==> src/rtl/tx_dp_pkg.sv <==
package tx_dp_pkg;
   localparam int WLEN_W = 6;

   typedef enum logic [1:0] {
      ST_IDLE  = 2'd0,
      ST_DELAY = 2'd1,
      ST_SHIFT = 2'd2
   } tx_state_e;

   typedef struct packed {
      logic [WLEN_W-1:0] len;
      logic              lsb_first;
   } word_fmt_t;

   function automatic logic [WLEN_W-1:0] code_to_len(input logic [2:0] code);
      logic [WLEN_W-1:0] l;
      case (code)
         3'd0:    l = WLEN_W'(8);
         3'd1:    l = WLEN_W'(12);
         3'd2:    l = WLEN_W'(16);
         3'd3:    l = WLEN_W'(20);
         3'd4:    l = WLEN_W'(24);
         default: l = WLEN_W'(32);
      endcase
      return l;
   endfunction
endpackage

==> src/rtl/tx_fmt_decode.sv <==
module tx_fmt_decode
   import tx_dp_pkg::*;
#(
   parameter bit LSB_FIRST_EN = 1'b1
) (
   input  logic [1:0]      bit_order,
   input  logic [2:0]      len_a,
   input  logic [2:0]      len_b,
   input  logic [1:0]      delay_code,
   output word_fmt_t [1:0] fmt,
   output logic [1:0]      delay_sel
);
   logic [1:0][2:0] codes;
   assign codes = {len_b, len_a};

   for (genvar gi = 0; gi < 2; gi++) begin : g_phase
      always_comb begin
         if (bit_order == 2'd0) begin
            fmt[gi].len = code_to_len(codes[gi]);
         end else begin
            fmt[gi].len = WLEN_W'(8);
         end
      end
      if (LSB_FIRST_EN) begin : g_lsb
         assign fmt[gi].lsb_first = (bit_order == 2'd1);
      end else begin : g_msb_only
         assign fmt[gi].lsb_first = 1'b0;
      end
   end

   // reserved delay code saturates at the longest delay
   assign delay_sel = (delay_code == 2'd3) ? 2'd2 : delay_code;
endmodule

==> src/rtl/tx_hold_buf.sv <==
module tx_hold_buf #(
   parameter int DATA_W = 32
) (
   input  logic              clk,
   input  logic              rst_n,
   input  logic              wr_en,
   input  logic [DATA_W-1:0] wr_data,
   input  logic              take,
   output logic [DATA_W-1:0] word_out,
   output logic              ready
);
   logic [DATA_W-1:0] hold_q;
   logic [DATA_W-1:0] prev_q;
   logic              full_q;

   // an empty buffer hands out the previously sent word again
   assign word_out = full_q ? hold_q : prev_q;
   assign ready    = ~full_q;

   always_ff @(posedge clk or negedge rst_n) begin
      if (!rst_n) begin
         hold_q <= '0;
         prev_q <= '0;
         full_q <= 1'b0;
      end else begin
         if (take) begin
            prev_q <= word_out;
         end
         if (wr_en) begin
            hold_q <= wr_data;
            full_q <= 1'b1;
         end else if (take) begin
            full_q <= 1'b0;
         end
      end
   end


   write_clears_ready_chk: assert property (@(posedge clk) disable iff (!rst_n)
      wr_en |=> !ready);

   take_sets_ready_chk: assert property (@(posedge clk) disable iff (!rst_n)
      (take && !wr_en) |=> ready);
endmodule

==> src/rtl/tx_shifter.sv <==
module tx_shifter
   import tx_dp_pkg::*;
#(
   parameter int DATA_W       = 32,
   parameter bit LSB_FIRST_EN = 1'b1
) (
   input  logic              clk,
   input  logic              rst_n,
   input  logic              load,
   input  logic              shift,
   input  logic [DATA_W-1:0] word,
   input  word_fmt_t         fmt,
   output logic              bit_out
);
   logic [DATA_W-1:0] sreg_q;
   logic [DATA_W-1:0] aligned;

   // MSB-first words are moved up so that their top bit sits at the register top
   assign aligned = word << (DATA_W - int'(fmt.len));

   if (LSB_FIRST_EN) begin : g_both
      logic dir_lsb_q;
      always_ff @(posedge clk or negedge rst_n) begin
         if (!rst_n) begin
            sreg_q    <= '0;
            dir_lsb_q <= 1'b0;
         end else if (load) begin
            dir_lsb_q <= fmt.lsb_first;
            sreg_q    <= fmt.lsb_first ? word : aligned;
         end else if (shift) begin
            sreg_q <= dir_lsb_q ? {1'b0, sreg_q[DATA_W-1:1]}
                                : {sreg_q[DATA_W-2:0], 1'b0};
         end
      end
      assign bit_out = dir_lsb_q ? sreg_q[0] : sreg_q[DATA_W-1];
   end else begin : g_left
      logic unused_dir;
      assign unused_dir = fmt.lsb_first;
      always_ff @(posedge clk or negedge rst_n) begin
         if (!rst_n) begin
            sreg_q <= '0;
         end else if (load) begin
            sreg_q <= aligned;
         end else if (shift) begin
            sreg_q <= {sreg_q[DATA_W-2:0], 1'b0};
         end
      end
      assign bit_out = sreg_q[DATA_W-1];
   end
endmodule

==> src/rtl/tx_frame_seq.sv <==
module tx_frame_seq
   import tx_dp_pkg::*;
#(
   parameter int CNT_W = 7
) (
   input  logic             clk,
   input  logic             rst_n,
   input  logic             fsync,
   input  logic             dual_phase,
   input  logic [CNT_W-1:0] cnt_a,
   input  logic [CNT_W-1:0] cnt_b,
   input  logic             sync_ignore,
   input  logic [1:0]       delay_sel,
   input  word_fmt_t [1:0]  fmt,
   input  logic             err_clr,
   output logic             take,
   output word_fmt_t        start_fmt,
   output logic             shifting,
   output logic             sync_err
);
   tx_state_e         state_q, state_d;
   logic              phase_q, phase_d;
   logic [CNT_W-1:0]  wcnt_q, wcnt_d;
   logic [WLEN_W-1:0] bidx_q, bidx_d;
   logic [1:0]        dly_q, dly_d;
   word_fmt_t         cur_q, cur_d;
   logic              err_q;

   logic busy, last_bit, last_word, frame_end;
   logic sync_ok, sync_bad, restart;

   assign busy      = (state_q != ST_IDLE);
   assign shifting  = (state_q == ST_SHIFT);
   assign last_bit  = shifting && (bidx_q == cur_q.len - WLEN_W'(1));
   assign last_word = (wcnt_q == (phase_q ? cnt_b : cnt_a));
   assign frame_end = last_bit && last_word && (phase_q || !dual_phase);
   // a sync on the edge that finishes the last bit opens the next frame cleanly
   assign sync_ok   = fsync && (!busy || frame_end);
   assign sync_bad  = fsync && busy && !frame_end;
   assign restart   = sync_ok || (sync_bad && !sync_ignore);
   assign sync_err  = err_q;

   always_comb begin
      state_d   = state_q;
      phase_d   = phase_q;
      wcnt_d    = wcnt_q;
      bidx_d    = bidx_q;
      dly_d     = dly_q;
      cur_d     = cur_q;
      take      = 1'b0;
      start_fmt = fmt[0];
      if (restart) begin
         phase_d = 1'b0;
         wcnt_d  = '0;
         if (delay_sel == 2'd0) begin
            take = 1'b1;
         end else begin
            state_d = ST_DELAY;
            dly_d   = delay_sel - 2'd1;
         end
      end else begin
         case (state_q)
            ST_DELAY: begin
               if (dly_q == 2'd0) begin
                  take = 1'b1;
               end else begin
                  dly_d = dly_q - 2'd1;
               end
            end
            ST_SHIFT: begin
               if (!last_bit) begin
                  bidx_d = bidx_q + WLEN_W'(1);
               end else if (frame_end) begin
                  state_d = ST_IDLE;
               end else if (last_word) begin
                  phase_d   = 1'b1;
                  wcnt_d    = '0;
                  take      = 1'b1;
                  start_fmt = fmt[1];
               end else begin
                  wcnt_d    = wcnt_q + CNT_W'(1);
                  take      = 1'b1;
                  start_fmt = phase_q ? fmt[1] : fmt[0];
               end
            end
            default: ;
         endcase
      end
      if (take) begin
         state_d = ST_SHIFT;
         bidx_d  = '0;
         cur_d   = start_fmt;
      end
   end

   always_ff @(posedge clk or negedge rst_n) begin
      if (!rst_n) begin
         state_q <= ST_IDLE;
         phase_q <= 1'b0;
         wcnt_q  <= '0;
         bidx_q  <= '0;
         dly_q   <= '0;
         cur_q   <= '0;
         err_q   <= 1'b0;
      end else begin
         state_q <= state_d;
         phase_q <= phase_d;
         wcnt_q  <= wcnt_d;
         bidx_q  <= bidx_d;
         dly_q   <= dly_d;
         cur_q   <= cur_d;
         if (sync_bad && !sync_ignore) begin
            err_q <= 1'b1;
         end else if (err_clr) begin
            err_q <= 1'b0;
         end
      end
   end


   err_sticky_chk: assert property (@(posedge clk) disable iff (!rst_n)
      (sync_err && !err_clr) |=> sync_err);

   ignore_no_err_chk: assert property (@(posedge clk) disable iff (!rst_n)
      (sync_ignore && !sync_err) |=> !sync_err);

   abort_flags_chk: assert property (@(posedge clk) disable iff (!rst_n)
      (busy && fsync && !frame_end && !sync_ignore) |=> sync_err);

   zero_delay_start_chk: assert property (@(posedge clk) disable iff (!rst_n)
      (!busy && fsync && delay_sel == 2'd0) |=> (shifting && bidx_q == '0));

   delay_wait_chk: assert property (@(posedge clk) disable iff (!rst_n)
      (!busy && fsync && delay_sel != 2'd0) |=> (state_q == ST_DELAY));
endmodule

==> src/rtl/tx_dualphase_ser.sv <==
module tx_dualphase_ser
   import tx_dp_pkg::*;
#(
   parameter int DATA_W       = 32,
   parameter int MAX_WORDS    = 128,
   parameter bit LSB_FIRST_EN = 1'b1,
   localparam int CNT_W       = $clog2(MAX_WORDS)
) (
   input  logic              clk,
   input  logic              rst_n,
   input  logic              fsync,
   input  logic              wr_en,
   input  logic [DATA_W-1:0] wr_data,
   input  logic              dual_phase,
   input  logic [2:0]        len_a,
   input  logic [2:0]        len_b,
   input  logic [CNT_W-1:0]  cnt_a,
   input  logic [CNT_W-1:0]  cnt_b,
   input  logic [1:0]        bit_order,
   input  logic              sync_ignore,
   input  logic [1:0]        delay_code,
   input  logic              err_clr,
   output logic              ser_out,
   output logic              buf_ready,
   output logic              sync_err
);
   if (DATA_W != 32) begin : g_bad_width
      $error("DATA_W must be 32 to hold the longest word length");
   end
   if (MAX_WORDS < 2 || (1 << CNT_W) != MAX_WORDS) begin : g_bad_count
      $error("MAX_WORDS must be a power of two of at least 2");
   end

   word_fmt_t [1:0]   fmt;
   word_fmt_t         start_fmt;
   logic [1:0]        delay_sel;
   logic              take, shifting, shift_bit;
   logic [DATA_W-1:0] next_word;

   tx_fmt_decode #(.LSB_FIRST_EN(LSB_FIRST_EN)) u_dec (
      .bit_order (bit_order),
      .len_a     (len_a),
      .len_b     (len_b),
      .delay_code(delay_code),
      .fmt       (fmt),
      .delay_sel (delay_sel)
   );

   tx_frame_seq #(.CNT_W(CNT_W)) u_seq (
      .clk        (clk),
      .rst_n      (rst_n),
      .fsync      (fsync),
      .dual_phase (dual_phase),
      .cnt_a      (cnt_a),
      .cnt_b      (cnt_b),
      .sync_ignore(sync_ignore),
      .delay_sel  (delay_sel),
      .fmt        (fmt),
      .err_clr    (err_clr),
      .take       (take),
      .start_fmt  (start_fmt),
      .shifting   (shifting),
      .sync_err   (sync_err)
   );

   tx_hold_buf #(.DATA_W(DATA_W)) u_buf (
      .clk     (clk),
      .rst_n   (rst_n),
      .wr_en   (wr_en),
      .wr_data (wr_data),
      .take    (take),
      .word_out(next_word),
      .ready   (buf_ready)
   );

   tx_shifter #(.DATA_W(DATA_W), .LSB_FIRST_EN(LSB_FIRST_EN)) u_shf (
      .clk    (clk),
      .rst_n  (rst_n),
      .load   (take),
      .shift  (shifting && !take),
      .word   (next_word),
      .fmt    (start_fmt),
      .bit_out(shift_bit)
   );

   assign ser_out = shifting & shift_bit;


   copy_empties_buf_chk: assert property (@(posedge clk) disable iff (!rst_n)
      (take && !wr_en) |=> buf_ready);
endmodule

==> config.mk <==
export PLATFORM = sky130hd
export DESIGN_NAME = tx_dualphase_ser
export DESIGN_NICKNAME = d
export VERILOG_FILES = /design/src/rtl/tx_dp_pkg.sv /design/src/rtl/tx_fmt_decode.sv /design/src/rtl/tx_hold_buf.sv /design/src/rtl/tx_shifter.sv /design/src/rtl/tx_frame_seq.sv /design/src/rtl/tx_dualphase_ser.sv
export SDC_FILE = /design/constraint.sdc
export NUM_CORES = 1
export LEC_CHECK = 0
export ABC_AREA = 1
export BUFFER_PORTS_ARGS = -buffer_cell sky130_fd_sc_hd__buf_4
export CAP_MARGIN = 20
export CORE_MARGIN = 5
export CORE_UTILIZATION = 55
export CTS_BUF_LIST = sky130_fd_sc_hd__clkbuf_4 sky130_fd_sc_hd__clkbuf_8
export DETAILED_ROUTE_END_ITERATION = 16
export PLACE_DENSITY_LB_ADDON = 0.15
export SYNTH_ARGS = -nofsm -noshare
export SYNTH_HDL_FRONTEND = slang
export SYNTH_SLANG_ARGS = --single-unit
==> constraint.sdc <==
create_clock -name clk -period 5.3 [get_ports clk]
set_input_delay 0.53 -clock clk [delete_from_list [all_inputs] [get_ports clk]]
set_output_delay 0.53 -clock clk [all_outputs]
set_load 0.02 [all_outputs]
==> impl_metrics.toml <==
[run_status]
status = "completed"

[yosys]
synthCells = 1098
synth_xor_area_share_pct = 0.3472
synth_compound_area_share_pct = 10.45
synth_top_area_share_pct = 40.01
yosys.area_share.adder_pct = 1.157
syn-cell-area_sq_um = 7567
synth-simple-area-share_pct = 38.31
ys_seq_elements = 121
synth_mux_area_share_pct = 1.455
ys_seq_area_share_pct = 40.01
ys_types = 41
syn_avg_cell_area_sq_um = 6.892
synth_nets = 1168
synth_top_area_cell = "dfrtp_1"
synth_top_family_by_area = "simple AND/OR/NAND/NOR gates"
yosys-top-cells-area = "dfrtp_1 40%, nand2_1 22%, nand3_1 10%"
yosysWarnings = 0

[die]
core_area_sq_um = 13350
die_w_microns = 127.3
core.rowCount = 42
dieArea_sq_um = 16200
boundaryPins = 66
start_util_pct = 56.69
fp.dieH_microns = 127.3

[drt]
drt-pass1-iter-count = 5
via_per_inst = 5.613
wl_per_cell_microns = 15.57
drt_wl_total_microns = 20580
drc_errors = 0
vias = 7421
drt-initial-drc-count = 630
ant_nets = 0

[setup_path]
rr_endpoint = "u_shf.sreg_q[25]$_DFFE_PN0P_"
reg2regPathDepth = 20
cp.arrival_ns = 4.25
critPathKind = "flip-flop to flip-flop"
worstSetupStartpointType = "flip-flop"
crit_chain = "inv_1 -> ha_1 -> nand2_1 -> nand3_1 -> nor2_1 -> nand2_1 -> nor2_1 -> nand3_2 -> nand3_2 -> nand2_2 -> nand3_4 -> nand2_4 -> ha_1 -> clkinv_1 -> nand2_1 -> inv_1 -> nand2_1 -> nand3_1 -> nand3_1 -> nand2_1"
r2r_start = "u_seq.cur_q[3]$_DFFE_PN0P_"
worst_path_most_repeated_cell = "nand2_1"
r2r_setup_slack_ns = 1.39
required_ns = 5.64
path_buf_inv = 3
cp_max_fo = 31
slowest_delay_ns = 0.55
cp-startpoint = "u_seq.cur_q[3]$_DFFE_PN0P_"
endpoint_kind = "flip-flop"
cp_top_family = "simple AND/OR/NAND/NOR gates"
slowest_stage = "clkinv_1"

[cells_and_area]
syn_to_final_growth_pct = 12.45
layout.nets = 1204
drive_gt1_share_pct = 12.13
final_cells = 1322
diodes = 0
final_common_cell = "nand2_1"
final_cell_mix = "451 x nand2_1, 152 x nand3_1, 121 x dfrtp_1"

[worst_hold_path]
worstHoldStart = "err_clr"
hold_path_class = "input pin to flip-flop"
min_to = "u_seq.sync_err$_DFFE_PN0P_"
hold_depth = 2

[timing]
tightest_slew_ns = 0.9533
hold_ws_ns = 0.2629
skew_ns = 0.01276
fin_crit_ns = 3.915
min_period_over_period_pct = 73.86
relSlewSlack_pct = 36.38
finalMaxSlewViolations = 0
finalSetupTns_ns = 0
max_freq_ghz = 0.2554
finalHoldViolCount = 0
rsz0062_at_grt = "no"
worst_slack_ns = 1.385
setup_viol = 0

[clock_network]
cts_root_buffer = "clkbuf_8"
h-tree-depth = 4
clkLatencyLatePin_ns = 0.46
cts_sinks = 121
clock_path_buffers = 2
tritoncts = "yes"
cts-buffers-inserted = 17
cts.reportedPaths.clkPinSlew_ns = 0.07

[global_routing]
grt_overflow_total = 0
grt_pass1_wl_microns = 34350
grt_util_all_layers_pct = 26.29
antenna_found_initial = 0
grt_pass1_vias = 6762
grt_max_degree = 80

[power_and_ir_drop]
power.density_nw_per_um2 = 456.6
p_total_mw = 3.885
p_int_mw = 2.272
p_seq_share_pct = 35.5
peakVddDrop_mv = 0.2463
cellLeakagePower_nw = 4.290
switchingPower_mw = 1.613
comb_power_share_pct = 40.7
clkPwrFrac_pct = 23.8
switching_share_pct = 41.53

[placed_design]
place_ws_ns = 1.413
place.gp.congestion = 0.9998
portBuffers = 65
hpwl_microns = 14640
dp_cells = 1289

[job]
drv_cap = 0
## Yosys cell counts (all sizes together)
master    n
o32ai     1
and3      1
dfrtp   121
o21a      1
nand3b    3
clkbuf   27
ha        7
nor3      9
nand4     5
clkinv    3
nand3   158
xnor2     1
mux2i    11
o22ai     4
o21ai    86
a31oi     1
nand2   461
a21boi    1
buf      32
inv      80
nor3b     1
o211ai   28
nor2     35
a21oi    17
or2       2
xor2      2
## cell type report
type	instances	area, sq um
Sequential cell	121	3028
Inverter	83	317.8
Multi-Input combinational cell	835	3916
Timing Repair Buffer	76	593.1
Clock buffer	20	262.8
Clock inverter	11	171.4
Tap cell	176	220.2
Fill cell	1247	4838
## logic make-up after synthesis
group,after synthesis
and+or+nand+nor,675
buffers and inverters,142
AOI/OAI and AO/OA,139
DFF,121
muxes,11
adders and majority gates,7
xor gates and xnor gates,3
## power by group through the flow
stage	clock, mW	combinational (mW)	sequential [mW]
finish	0.927	1.58	1.38
global placement	0	1.54	1.38
global route	0.980	1.79	1.41
floorplan	0	1.20	1.34
detailed placement	0	1.55	1.39
CTS	0.933	1.56	1.37
## worst max path at each step
stage | endpoint | slack, ns | cells after the start
detailed placement | u_shf.sreg_q[25]$_DFFE_PN0P_ | 1.41 | 20
global placement | u_shf.sreg_q[27]$_DFFE_PN0P_ | 1.52 | 19
floorplan | u_shf.sreg_q[21]$_DFFE_PN0P_ | 2.07 | 22
CTS | u_shf.sreg_q[25]$_DFFE_PN0P_ | 1.41 | 20
global route | u_shf.sreg_q[24]$_DFFE_PN0P_ | 0.95 | 20
finish | u_shf.sreg_q[25]$_DFFE_PN0P_ | 1.39 | 20
## what timing repair did
item / in CTS / in global routing
setup endpoints to repair: 0 / 0
buffers inserted: 0 / 0
hold endpoints to repair: 0 / 5
hold buffers: 0 / 1
gates resized for setup: 0 / 0
## sequential cells by signal (all words and copies together), names as in the netlist
name                    count
u_seq.phase_q               1
u_seq.cur_q                 4
u_buf.full_q                1
u_buf.hold_q               32
u_seq.wcnt_q                7
u_shf.g_both.dir_lsb_q      1
u_buf.prev_q               32
u_seq.dly_q                 2
u_seq.state_q               2
u_seq.bidx_q                6
u_shf.sreg_q               32
u_seq.sync_err              1
## through the flow
stage | utilization, % | instance area [sq um]
after floorplan | - | 7567
after global placement | 60.22 | 8038
after detailed placement | 60.22 | 8038
after CTS | 63.47 | 8472
after global routing | 63.75 | 8509
final | 63.75 | 8509
## worst register-to-register path: cells and delay by family, from the launching register on
kind / cells / cell delay [ns]
buffers and inverters: 3 / 0.77
adder cells (fa/ha/maj): 2 / 0.69
AND/OR/NAND/NOR: 15 / 1.95
flip-flops: 1 / 0.38
## routing by layer
| metal | GRT usage (%) | vias up | part of all wire (%) |
|---|---|---|---|
| met4 | 6.309 | 0 | 1.7 |
| met5 | 0 | - | 0 |
| met1 | 39.19 | 3426 | 46 |
| met3 | 6.553 | 37 | 8.8 |
| met2 | 38.56 | 306 | 43 |
| li1 | - | 3652 | - |
Note: power is estimated with default switching activity, not from simulation.
